File: src/rtl/vend_pkg.sv
package vend_pkg;

    localparam int CREDIT_W = 8;
    localparam int ITEM_W   = 2;
    localparam int N_ITEMS  = 1 << ITEM_W;
    localparam logic [CREDIT_W-1:0] CREDIT_MAX = {CREDIT_W{1'b1}};

    typedef logic [CREDIT_W-1:0] credit_t;
    typedef logic [ITEM_W-1:0]   item_t;

    typedef enum logic [1:0] {
        CMD_NONE,
        CMD_COIN,
        CMD_SEL,
        CMD_END
    } cmd_e;

    typedef enum logic {
        ST_IDLE,
        ST_SESSION
    } state_e;

    typedef struct packed {
        cmd_e    cmd;
        credit_t amt;
        item_t   item;
    } req_t;

    function automatic credit_t price_of(input int idx);
        case (idx)
            0:       return credit_t'(13);
            1:       return credit_t'(11);
            2:       return credit_t'(7);
            default: return credit_t'(20);
        endcase
    endfunction

    function automatic credit_t sat_add(input credit_t a, input credit_t b);
        logic [CREDIT_W:0] sum;
        sum = {1'b0, a} + {1'b0, b};
        return sum[CREDIT_W] ? CREDIT_MAX : sum[CREDIT_W-1:0];
    endfunction

endpackage

File: src/rtl/vend_arbiter.sv
module vend_arbiter
    import vend_pkg::*;
(
    input  logic    coin_stb_i,
    input  credit_t coin_amt_i,
    input  logic    sel_stb_i,
    input  item_t   sel_code_i,
    input  logic    end_stb_i,
    output req_t    req_o
);

    always_comb begin
        req_o.amt  = coin_amt_i;
        req_o.item = sel_code_i;
        if (end_stb_i)       req_o.cmd = CMD_END;
        else if (sel_stb_i)  req_o.cmd = CMD_SEL;
        else if (coin_stb_i) req_o.cmd = CMD_COIN;
        else                 req_o.cmd = CMD_NONE;
    end

endmodule

File: src/rtl/vend_price_lut.sv
module vend_price_lut
    import vend_pkg::*;
(
    input  item_t   code_i,
    output credit_t price_o
);

    credit_t table_q [N_ITEMS];

    for (genvar i = 0; i < N_ITEMS; i++) begin : g_price
        assign table_q[i] = price_of(i);
    end

    assign price_o = table_q[code_i];

endmodule

File: src/rtl/vend_credit_unit.sv
module vend_credit_unit
    import vend_pkg::*;
(
    input  logic    clk,
    input  logic    rst,
    input  req_t    req_i,
    input  credit_t price_i,
    output logic    vend_o,
    output item_t   vend_item_o,
    output logic    refund_o,
    output credit_t refund_amt_o,
    output logic    reject_o,
    output credit_t credit_o
);

    state_e  state_q;
    credit_t credit_q;
    logic    afford;

    assign afford   = (credit_q >= price_i);
    assign credit_o = credit_q;

    always_ff @(posedge clk) begin
        if (rst) begin
            state_q      <= ST_IDLE;
            credit_q     <= '0;
            vend_o       <= 1'b0;
            vend_item_o  <= '0;
            refund_o     <= 1'b0;
            refund_amt_o <= '0;
            reject_o     <= 1'b0;
        end else begin
            vend_o       <= 1'b0;
            vend_item_o  <= '0;
            refund_o     <= 1'b0;
            refund_amt_o <= '0;
            reject_o     <= 1'b0;
            case (req_i.cmd)
                CMD_COIN: begin
                    credit_q <= sat_add(credit_q, req_i.amt);
                    state_q  <= ST_SESSION;
                end
                CMD_SEL: begin
                    if (afford) begin
                        credit_q    <= credit_q - price_i;
                        vend_o      <= 1'b1;
                        vend_item_o <= req_i.item;
                    end else begin
                        reject_o <= 1'b1;
                    end
                end
                CMD_END: begin
                    if (state_q == ST_SESSION) begin
                        refund_o     <= 1'b1;
                        refund_amt_o <= credit_q;
                        credit_q     <= '0;
                        state_q      <= ST_IDLE;
                    end
                end
                default: ;
            endcase
        end
    end


    coin_monotone_chk: assert property (@(posedge clk) disable iff (rst)
        (req_i.cmd == CMD_COIN) |=> (credit_q >= $past(credit_q)));


    vend_debit_chk: assert property (@(posedge clk) disable iff (rst)
        vend_o |-> (credit_q == credit_t'($past(credit_q) - $past(price_i))));


    reject_hold_chk: assert property (@(posedge clk) disable iff (rst)
        reject_o |-> (credit_q == $past(credit_q)));


    refund_clear_chk: assert property (@(posedge clk) disable iff (rst)
        refund_o |-> (credit_q == '0 && refund_amt_o == $past(credit_q)));


    pulse_excl_chk: assert property (@(posedge clk) disable iff (rst)
        $onehot0({vend_o, refund_o, reject_o}));


    refund_single_chk: assert property (@(posedge clk) disable iff (rst)
        refund_o |=> !refund_o);

endmodule

File: src/rtl/vend_credit_ctrl.sv
module vend_credit_ctrl
    import vend_pkg::*;
(
    input  logic                clk,
    input  logic                rst,
    input  logic                coin_stb_i,
    input  logic [CREDIT_W-1:0] coin_amt_i,
    input  logic                sel_stb_i,
    input  logic [ITEM_W-1:0]   sel_code_i,
    input  logic                end_stb_i,
    output logic                vend_o,
    output logic [ITEM_W-1:0]   vend_item_o,
    output logic                refund_o,
    output logic [CREDIT_W-1:0] refund_amt_o,
    output logic                reject_o,
    output logic [CREDIT_W-1:0] credit_o
);

    req_t    req;
    credit_t price;

    vend_arbiter u_arb (
        .coin_stb_i (coin_stb_i),
        .coin_amt_i (coin_amt_i),
        .sel_stb_i  (sel_stb_i),
        .sel_code_i (sel_code_i),
        .end_stb_i  (end_stb_i),
        .req_o      (req)
    );

    vend_price_lut u_lut (
        .code_i  (req.item),
        .price_o (price)
    );

    vend_credit_unit u_cu (
        .clk          (clk),
        .rst          (rst),
        .req_i        (req),
        .price_i      (price),
        .vend_o       (vend_o),
        .vend_item_o  (vend_item_o),
        .refund_o     (refund_o),
        .refund_amt_o (refund_amt_o),
        .reject_o     (reject_o),
        .credit_o     (credit_o)
    );


    end_wins_chk: assert property (@(posedge clk) disable iff (rst)
        end_stb_i |=> (!vend_o && !reject_o));

endmodule

File: config.mk
export PLATFORM = sky130hd
export DESIGN_NAME = vend_credit_ctrl
export DESIGN_NICKNAME = d
export VERILOG_FILES = /design/src/rtl/vend_pkg.sv /design/src/rtl/vend_arbiter.sv /design/src/rtl/vend_price_lut.sv /design/src/rtl/vend_credit_unit.sv /design/src/rtl/vend_credit_ctrl.sv
export SDC_FILE = /design/constraint.sdc
export NUM_CORES = 1
export LEC_CHECK = 0
export BUFFER_PORTS_ARGS = -buffer_cell sky130_fd_sc_hd__buf_4
export CELL_PAD_IN_SITES_DETAIL_PLACEMENT = 1
export CELL_PAD_IN_SITES_GLOBAL_PLACEMENT = 2
export CORE_UTILIZATION = 34
export DETAILED_ROUTE_END_ITERATION = 12
export PLACE_DENSITY_LB_ADDON = 0.1
export SYNTH_ARGS = -nofsm -noshare
export SYNTH_HDL_FRONTEND = slang
export SYNTH_SLANG_ARGS = --single-unit
File: constraint.sdc
create_clock -name clk -period 6 [get_ports clk]
set_input_delay 0.6 -clock clk [delete_from_list [all_inputs] [get_ports clk]]
set_output_delay 0.6 -clock clk [all_outputs]
set_load 0.005 [all_outputs]
======== Word level (Yosys, flattened, before mapping) ========
Cells that the tools add are included.
operators by class
  equality and inequality tests ........... 5
  add/subtract/negate cells ............... 2
  magnitude comparators ................... 2
  multiplexer cells ....................... 14
  bitwise gates (word level) .............. 5
  reductions and logical operators ........ 7
operators by type and width
  cell                number
  $mux 8              5
  $pmux 8 s3          1
  $bmux 8 s2          1
  $add 8x8->9         1
  $ge 8x8->1          1
  $sub 8x8->8         1
  $reduce_or 3->1     2
  $eq 2x2->1 const B  2
  $mux 1              4
  $mux 2              2
  $ne 2x1->1 const B  2
  $not 1->1           4
  $reduce_or 2->1     2
  $ge 3x3->1 const B  1
  $not 2->3           1
  $reduce_and 3->1    1
  $reduce_bool 3->1   1
  $eq 2x1->1 const B  1
  $pmux 1 s2          1
  $reduce_bool 2->1   1
word-level totals
  word-level logic and storage cells ...... 42
  output and inout port bits .............. 21
  register bits after elaboration ......... 22
  input port bits ......................... 15

======== Logic depth before layout (Yosys ltp) ========
Gate-level depths: netlist of run 1.
  depth in word-level cells ............... 7
  gate-level depth with buffers ........... 10
  mapped depth without buffers ............ 10

======== Cells and area by module ========
From an unflattened synthesis of run 1, not the netlist that was laid out.
unflattened totals
  cell total of the unflattened synthesis .. 204
  area, all modules ....................... 1704.1 sq um
modules (own cells, without submodules)
  module            area an instance (sq um)  sequential area each (sq um)  cells each  instances
  vend_credit_unit  1532.7                    440.4                         180         1
  vend_arbiter      92.6                      0.0                           13          1
  vend_price_lut    78.8                      0.0                           11          1

======== Worst setup path before layout of run 1 ========
OpenSTA, ideal clock, no wires.
  kind .................................... input port to flip-flop
  start point ............................. input port sel_code_i[0]
  end point ............................... register u_cu.credit_q[0], in the netlist u_cu.credit_o[0]
  slack ................................... 3479 ps
  stages .................................. 10
  arrival time ............................ 2396 ps
  library setup time ...................... 125 ps
  required time ........................... 5875 ps
  path buffers ............................ 0
  cells stage by stage .................... ha_1 > inv_1 > ha_1 > fa_1 > and2b_1 > o21a_1 > or3_4 > a21oi_4 > or2b_4 > o32ai_1
on the way
  longest elaborated chain between the ends .. 7
  elaborated cells on any way between the ends .. 10
  classes of those cells .................. 1 x add/sub; 1 x order compare; 1 x eq/ne; 5 x mux; 1 x bitwise; 1 x reduce/logical
ends and longest elaborated chain
  element                                                line                                            source
  start: declaration                                     vend_credit_ctrl.sv:9                           input logic [ITEM_W-1:0] sel_code_i,
  $not 2->3 (not written as such) (*)                    vend_price_lut.sv:14                            assign price_o = table_q[code_i];
  $bmux 8 s2 (*)                                         vend_price_lut.sv:14
  $mux 8 (not written as such) (*) (2 in a row)          vend_price_lut.sv:14
  $sub 8x8->8 / $ge 8x8->1 (equally long branches)       vend_credit_unit.sv:45, vend_credit_unit.sv:20
  $mux 8 / $ne 2x1->1 (equally long branches)            --
  $pmux 8 s3 / $reduce_and 3->1 (equally long branches)  --
  end signal: assignment                                 vend_credit_unit.sv:40                          credit_q <= sat_add(credit_q, req_i.amt);
  end signal: assignment                                 vend_credit_unit.sv:45                          credit_q <= credit_q - price_i;
  end: declaration                                       vend_credit_unit.sv:17                          credit_t credit_q;
Mark *: on every way between the ends. The rest lies on a longest branch, timed or not. The select of a mux whose other input is x is not followed.
A chain may end at the register's enable or synchronous reset.

======== Worst setup path in the final report of run 1 ========
  start point ............................. input port sel_code_i[0]
  end point ............................... register u_cu.credit_q[1], in the netlist u_cu.credit_o[1]
Same word-level chain as after synthesis.

==> impl_metrics.toml, run 1 <==
[run_status]
status = "complete, no violations"

[routing]
wl_per_cell_um = 16.8
vias = 1395
viasPerCell = 5.51
drc_errors = 0
antenna_left = 0
drt_iter0_markers = 69
routed_wl_um = 4260
first_pass_iters = 4

[place]
dp_hpwl_um = 3450
pre_cts_ws_ps = 3120
numPortBuffers = 35
routabilityCongestion = 0.821

[logic_synthesis]
synth_commonest_cells = "22 x dfxtp_1, 15 x ha_1, 15 x nor3_1, 13 x inv_1, 11 x a21oi_1"
syn-num-nets = 201
netlist-cell-type-count = 48
async_flop_share_pct = 0
synth_warnings = 0
synth.area.top_cells = "dfxtp_1 29%, ha_1 12%, nor3_1 5.0%, a21oi_1 3.7%, inv_1 3.2%"
synth.most_common_cell = "dfxtp_1"
yosys.area.top_type = "dfxtp_1"
yosysTopAreaCellShare_pct = 29.3
syn-cell-area_um2 = 1500
syn_avg_cell_area_um2 = 8.90
synthFlopType = "dfxtp_1"
seq_area_frac_synth_pct = 29.3
synth_edf_count = 0
postSynthCellCount = 169
ys_seq_elements = 22

[clocking]
cts_tree = "done"
cts_htree_levels = 1
clk_path_buf_depth = 2
ctsHoldBuffers = 0
cts_resized = 0
post-cts-setup-buffers = 0
cts_root_buffer = "clkbuf_8"
cts.sinks = 22
numCtsBuffers = 3
clk_latency_ps = 260
clk_pin_slew_ps = 80

[global_routing]
grt_overflow = 0
grt_max_degree = 16
grt_pass1_wl_um = 6950
antenna_found_initial = 0
grt_pass1_vias = 1392
grt_util_all_layers_pct = 20.2

[floorplan]
die_h_um = 68.5
die-area_um2 = 4690
num_rows = 23
io_pins = 36
start_util_pct = 36.5
die_w_um = 68.5
core_um2 = 4120

[sta]
rsz0062_at_grt = "false"
holdWs_ps = 517
clock_skew_ps = 1.12
finalSetupViolCount = 0
max_freq_mhz = 380
tightestPinTransition_ps = 485
fin_tns_setup_ps = 0
post-route-min-period_ps = 2630
maxSlewHeadroom_pct = 67.4
post-route-period-util_pct = 43.9
fin_ws_ps = 3370
slew_violations = 0
final_hold_viol_count = 0

[power_and_ir_drop]
peakVddDrop_mv = 0.0917
total_power_w = 0.000395
p_leak_nw = 0.840
powerDensity_nw_per_um2 = 212

[worst_hold_path]
hold_class = "flip-flop to flip-flop"

[setup_path]
start_kind = "input port"
critical_path_class = "input port to flip-flop"
cp.arrival_ps = 2790
crit_path_end_kind = "flip-flop"
cp_max_fo = 7
critPathRequiredTime_ps = 6160

[cells_and_area]
areaGrowthSynthToFinish_pct = 24.0
final_core_util_pct = 45.3
diodes = 0
fin_nets = 236
drive_above_1_share_pct = 26.6

[flow_run]
maxCapViolations = 0
-- cell families after synthesis --
family	count (synthesis)	synth area share, %
adder cells (fa/ha/maj)	17	15.1
multiplexers	2	1.33
AO/OA/AOI/OAI	51	25.3
buffers and inverters	18	4.58
flip-flops	22	29.3
XOR/XNOR	5	2.91
AND/OR/NAND/NOR	54	21.5
-- per-layer routing --
| metal | vias up | global-route usage [%] | routed length [um] |
|---|---|---|---|
| li1 | 695 | - | - |
| met1 | 662 | 26.8 | 2050 |
| met2 | 36 | 34.6 | 2020 |
| met3 | 2 | 3.78 | 182 |
| met4 | 0 | 2.34 | 10 |
| met5 | - | 0 | 0 |
-- power breakdown --
part / switching [W] / internal [W] / leakage, nW
clock network: 0.0000488 / 0.0000585 / 0.0288
registers: 0.00000754 / 0.000151 / 0.178
logic: 0.0000704 / 0.0000582 / 0.633
-- cell usage in the layout (no fill, tap or decap), types with 2 or more instances in the layout --
| cell type | instances |
|---|---|
| o211ai_1 | 3 |
| and2b_1 | 2 |
| a21oi_1 | 11 |
| nor3_1 | 15 |
| o21ai_0 | 7 |
| nand2b_1 | 3 |
| nor2b_1 | 2 |
| dfxtp_1 | 22 |
| mux2i_1 | 2 |
| inv_1 | 13 |
| o2111ai_1 | 2 |
| nand2_1 | 7 |
| clkbuf_8 | 4 |
| buf_4 | 35 |
| and3_2 | 2 |
| nand3_1 | 4 |
| a21o_1 | 3 |
| ha_1 | 15 |
| o21ai_1 | 2 |
| a31oi_1 | 2 |
| xnor2_1 | 4 |
| and2_1 | 5 |
| a211oi_1 | 3 |
| o21a_1 | 4 |
| nor2_1 | 5 |
| fa_1 | 2 |
| o32ai_1 | 4 |
-- per-stage QoR --
| stage | area (um2) | instances |
|---|---|---|
| after global routing | 1860 | 253 |
| after CTS | 1860 | 253 |
| final | 1860 | 253 |
| after global placement | 1810 | 249 |
| after floorplan | 1500 | 169 |
| after detailed placement | 1810 | 249 |
-- worst max-delay path: stages --
cell      delay, ps
buf_4           120
ha_1            180
inv_1            90
ha_1            200
fa_1            220
and2b_1         190
o21a_1          190
or3_4           390
a21oi_4         250
nand2b_2        170
o32ai_1         190
-- sequential cells by signal (all words and copies together) (netlist names) --
name               count
u_cu.reject_o          1
u_cu.credit_o          8
u_cu.state_q           1
u_cu.refund_amt_o      8
u_cu.vend_o            1
u_cu.vend_item_o       2
u_cu.refund_o          1
-- final cells by class --
type	instances	area, um2
Fill cell	511	2250
Inverter	13	48.8
Timing Repair Buffer	35	263
Multi-Input combinational cell	129	995
Clock buffer	4	55.1
Sequential cell	22	440
Tap cell	50	62.6
-- final timing paths --
kind                         start                to  slack [ps]  cells after the start
hold / removal        u_cu.state_q      u_cu.state_q         520                      1
setup reg to reg  u_cu.credit_o[5]  u_cu.credit_o[5]        3480                      7
setup / recovery     sel_code_i[0]  u_cu.credit_o[1]        3370                     11
hold reg to reg       u_cu.state_q      u_cu.state_q         520                      1
Power figures use the tool's default switching activity.
==> inputs of run 2 (changes only) <==
- CORE_UTILIZATION: 34 -> 31
- clock period: 6 -> 2.6 ns (I/O delays scaled with it)
==> run 2 against run 1 <==
Compared with the run above:
- wire length is 0.26% higher
- clock skew hardly changed
- die area is 9.4% higher
- first-iteration DRC count fell by 28%
- cell area up 0.94%
- register-to-register slack lost 3200 ps
- clock power grew 130%
- total power is 130% higher
- global-route usage fell by 2.3 points
- worst hold slack worse by 300 ps
- non-clock buffer count rose by 2
- highest routed layer unchanged
==> impl_metrics.toml, run 2 (synthesis results as in run 1) <==
[cells_and_area]
final_common_cell = "buf_4"
multi_input_comb_area_um2 = 995
ff_latch_area_um2 = 440
drive_above_1_share_pct = 27.3
fin_nets = 238
diodes = 0
nFillCells = 532
mostFrequentLayoutCells = "37 x buf_4, 22 x dfxtp_1, 15 x nor3_1, 15 x ha_1, 13 x inv_1"
areaGrowthSynthToFinish_pct = 25.1

[sta]
rsz0062_at_grt = "false"
max_freq_mhz = 428
tightestPinTransition_ps = 441
maxSlewHeadroom_pct = 70.4
fin_tns_setup_ps = 0
slew_violations = 0
post-route-min-period_ps = 2330
post-route-period-util_pct = 89.8
clock_skew_ps = 1.13
finalSetupViolCount = 0
final_hold_viol_count = 0

[worst_hold_path]
min_from = "sel_code_i[0]"
whs_endpoint = "u_cu.vend_item_o[0]"
hold_class = "input port to flip-flop"
hold_depth = 2

[power_and_ir_drop]
total_power_w = 0.000918
powerDensity_nw_per_um2 = 488
peakVddDrop_mv = 0.226
p_leak_nw = 0.850

[routing]
viasPerCell = 5.54
antenna_left = 0
drt_iter0_markers = 50
first_pass_iters = 4
vias = 1423
routed_wl_um = 4270
wl_per_cell_um = 16.6
drc_errors = 0

[clocking]
cts_tree = "done"
cts.sinks = 22
clk_latency_ps = 270
cts_root_buffer = "clkbuf_8"
numCtsBuffers = 3
cts_htree_levels = 1
post-cts-setup-buffers = 0
ctsHoldBuffers = 0
cts_resized = 0
clk_path_buf_depth = 2
clk_pin_slew_ps = 80

[global_routing]
antenna_found_initial = 0
grt_util_met2_pct = 31.7
grt_overflow = 0
grt_util_all_layers_pct = 17.9
globalRouteMet1Util_pct = 22.4
grt_max_degree = 16
grt_pass1_wl_um = 7140
top_usage_layer = "met2"
global_route.usage.met3_pct = 2.53
grt_pass1_vias = 1450

[setup_path]
crit_chain = "inv_1 -> ha_1 -> fa_1 -> and2b_1 -> o21a_1 -> or3_4 -> a21oi_4 -> or2b_4 -> o32ai_1"
ff2ff_path_depth = 9
start_kind = "flip-flop"
r2r_end = "u_cu.credit_o[0]"
crit_path_end_kind = "flip-flop"
critical_path_class = "flip-flop to flip-flop"
cp.arrival_ps = 2510
cpMaxStageDelayCell = "fa_1"
cp_max_fo = 7
critPathRequiredTime_ps = 2780
ff2ff_setup_slack_ps = 270
startpoint = "u_cu.credit_o[0]"
r2r_start = "u_cu.credit_o[0]"
cpPeakStageDelay_ps = 400

[floorplan]
core_um2 = 4500
io_pins = 36
die_w_um = 71.7
die_h_um = 71.7
start_util_pct = 33.4
die-area_um2 = 5130
num_rows = 24

[place]
dp_hpwl_um = 3520
numPortBuffers = 35
routabilityCongestion = 0.930

[run_status]
status = "complete, no violations"

[flow_run]
maxCapViolations = 0
run 2: worst max path at each step:
stage                       end  slack (ps)
6_report       u_cu.credit_o[0]         270
2_1_floorplan  u_cu.credit_o[0]         420
5_1_grt        u_cu.credit_o[0]         100
4_1_cts        u_cu.credit_o[0]         260
3_5_place_dp   u_cu.credit_o[0]         100
3_3_place_gp   u_cu.credit_o[2]         170
run 2: cell type report:
type,instances,share of cell area [%]
clock buffer,4,2.93
inverter,13,2.59
multi-input combinational,129,52.9
sequential,22,23.4
tap,52,3.46
timing repair buffer,37,14.8
run 2: critical path: cells and delay by family, from the launching register on:
kind                     cells  cell delay [ps]
AO/OA/AOI/OAI                3              490
flip-flops                   1              360
buffers and inverters        1               90
adder cells (fa/ha/maj)      2              640
AND/OR/NAND/NOR              3              660
run 2: through the flow:
stage	hold slack (ps)	instances	cell area (um2)	worst slack [ps]	util, %
CTS	216	257	1880	260	41.8
detailed placement	497	253	1830	97.4	40.6
floorplan	382	169	1500	419	-
global route	203	257	1880	101	41.8
finish	217	257	1880	266	41.8
global placement	491	253	1830	167	40.6
run 2: per-layer routing:
metal | vias up | share of wire, %
met2 | 38 | 50
met5 | - | 0
met1 | 683 | 46
li1 | 697 | -
met4 | 0 | 1.1
met3 | 5 | 3.0
run 2: report_power, final:
group	leakage, nW	switching [W]	total [W]	internal, W
combinational	0.643	0.000167	0.000305	0.000138
clock	0.0288	0.000113	0.000249	0.000135
sequential	0.178	0.0000150	0.000364	0.000349
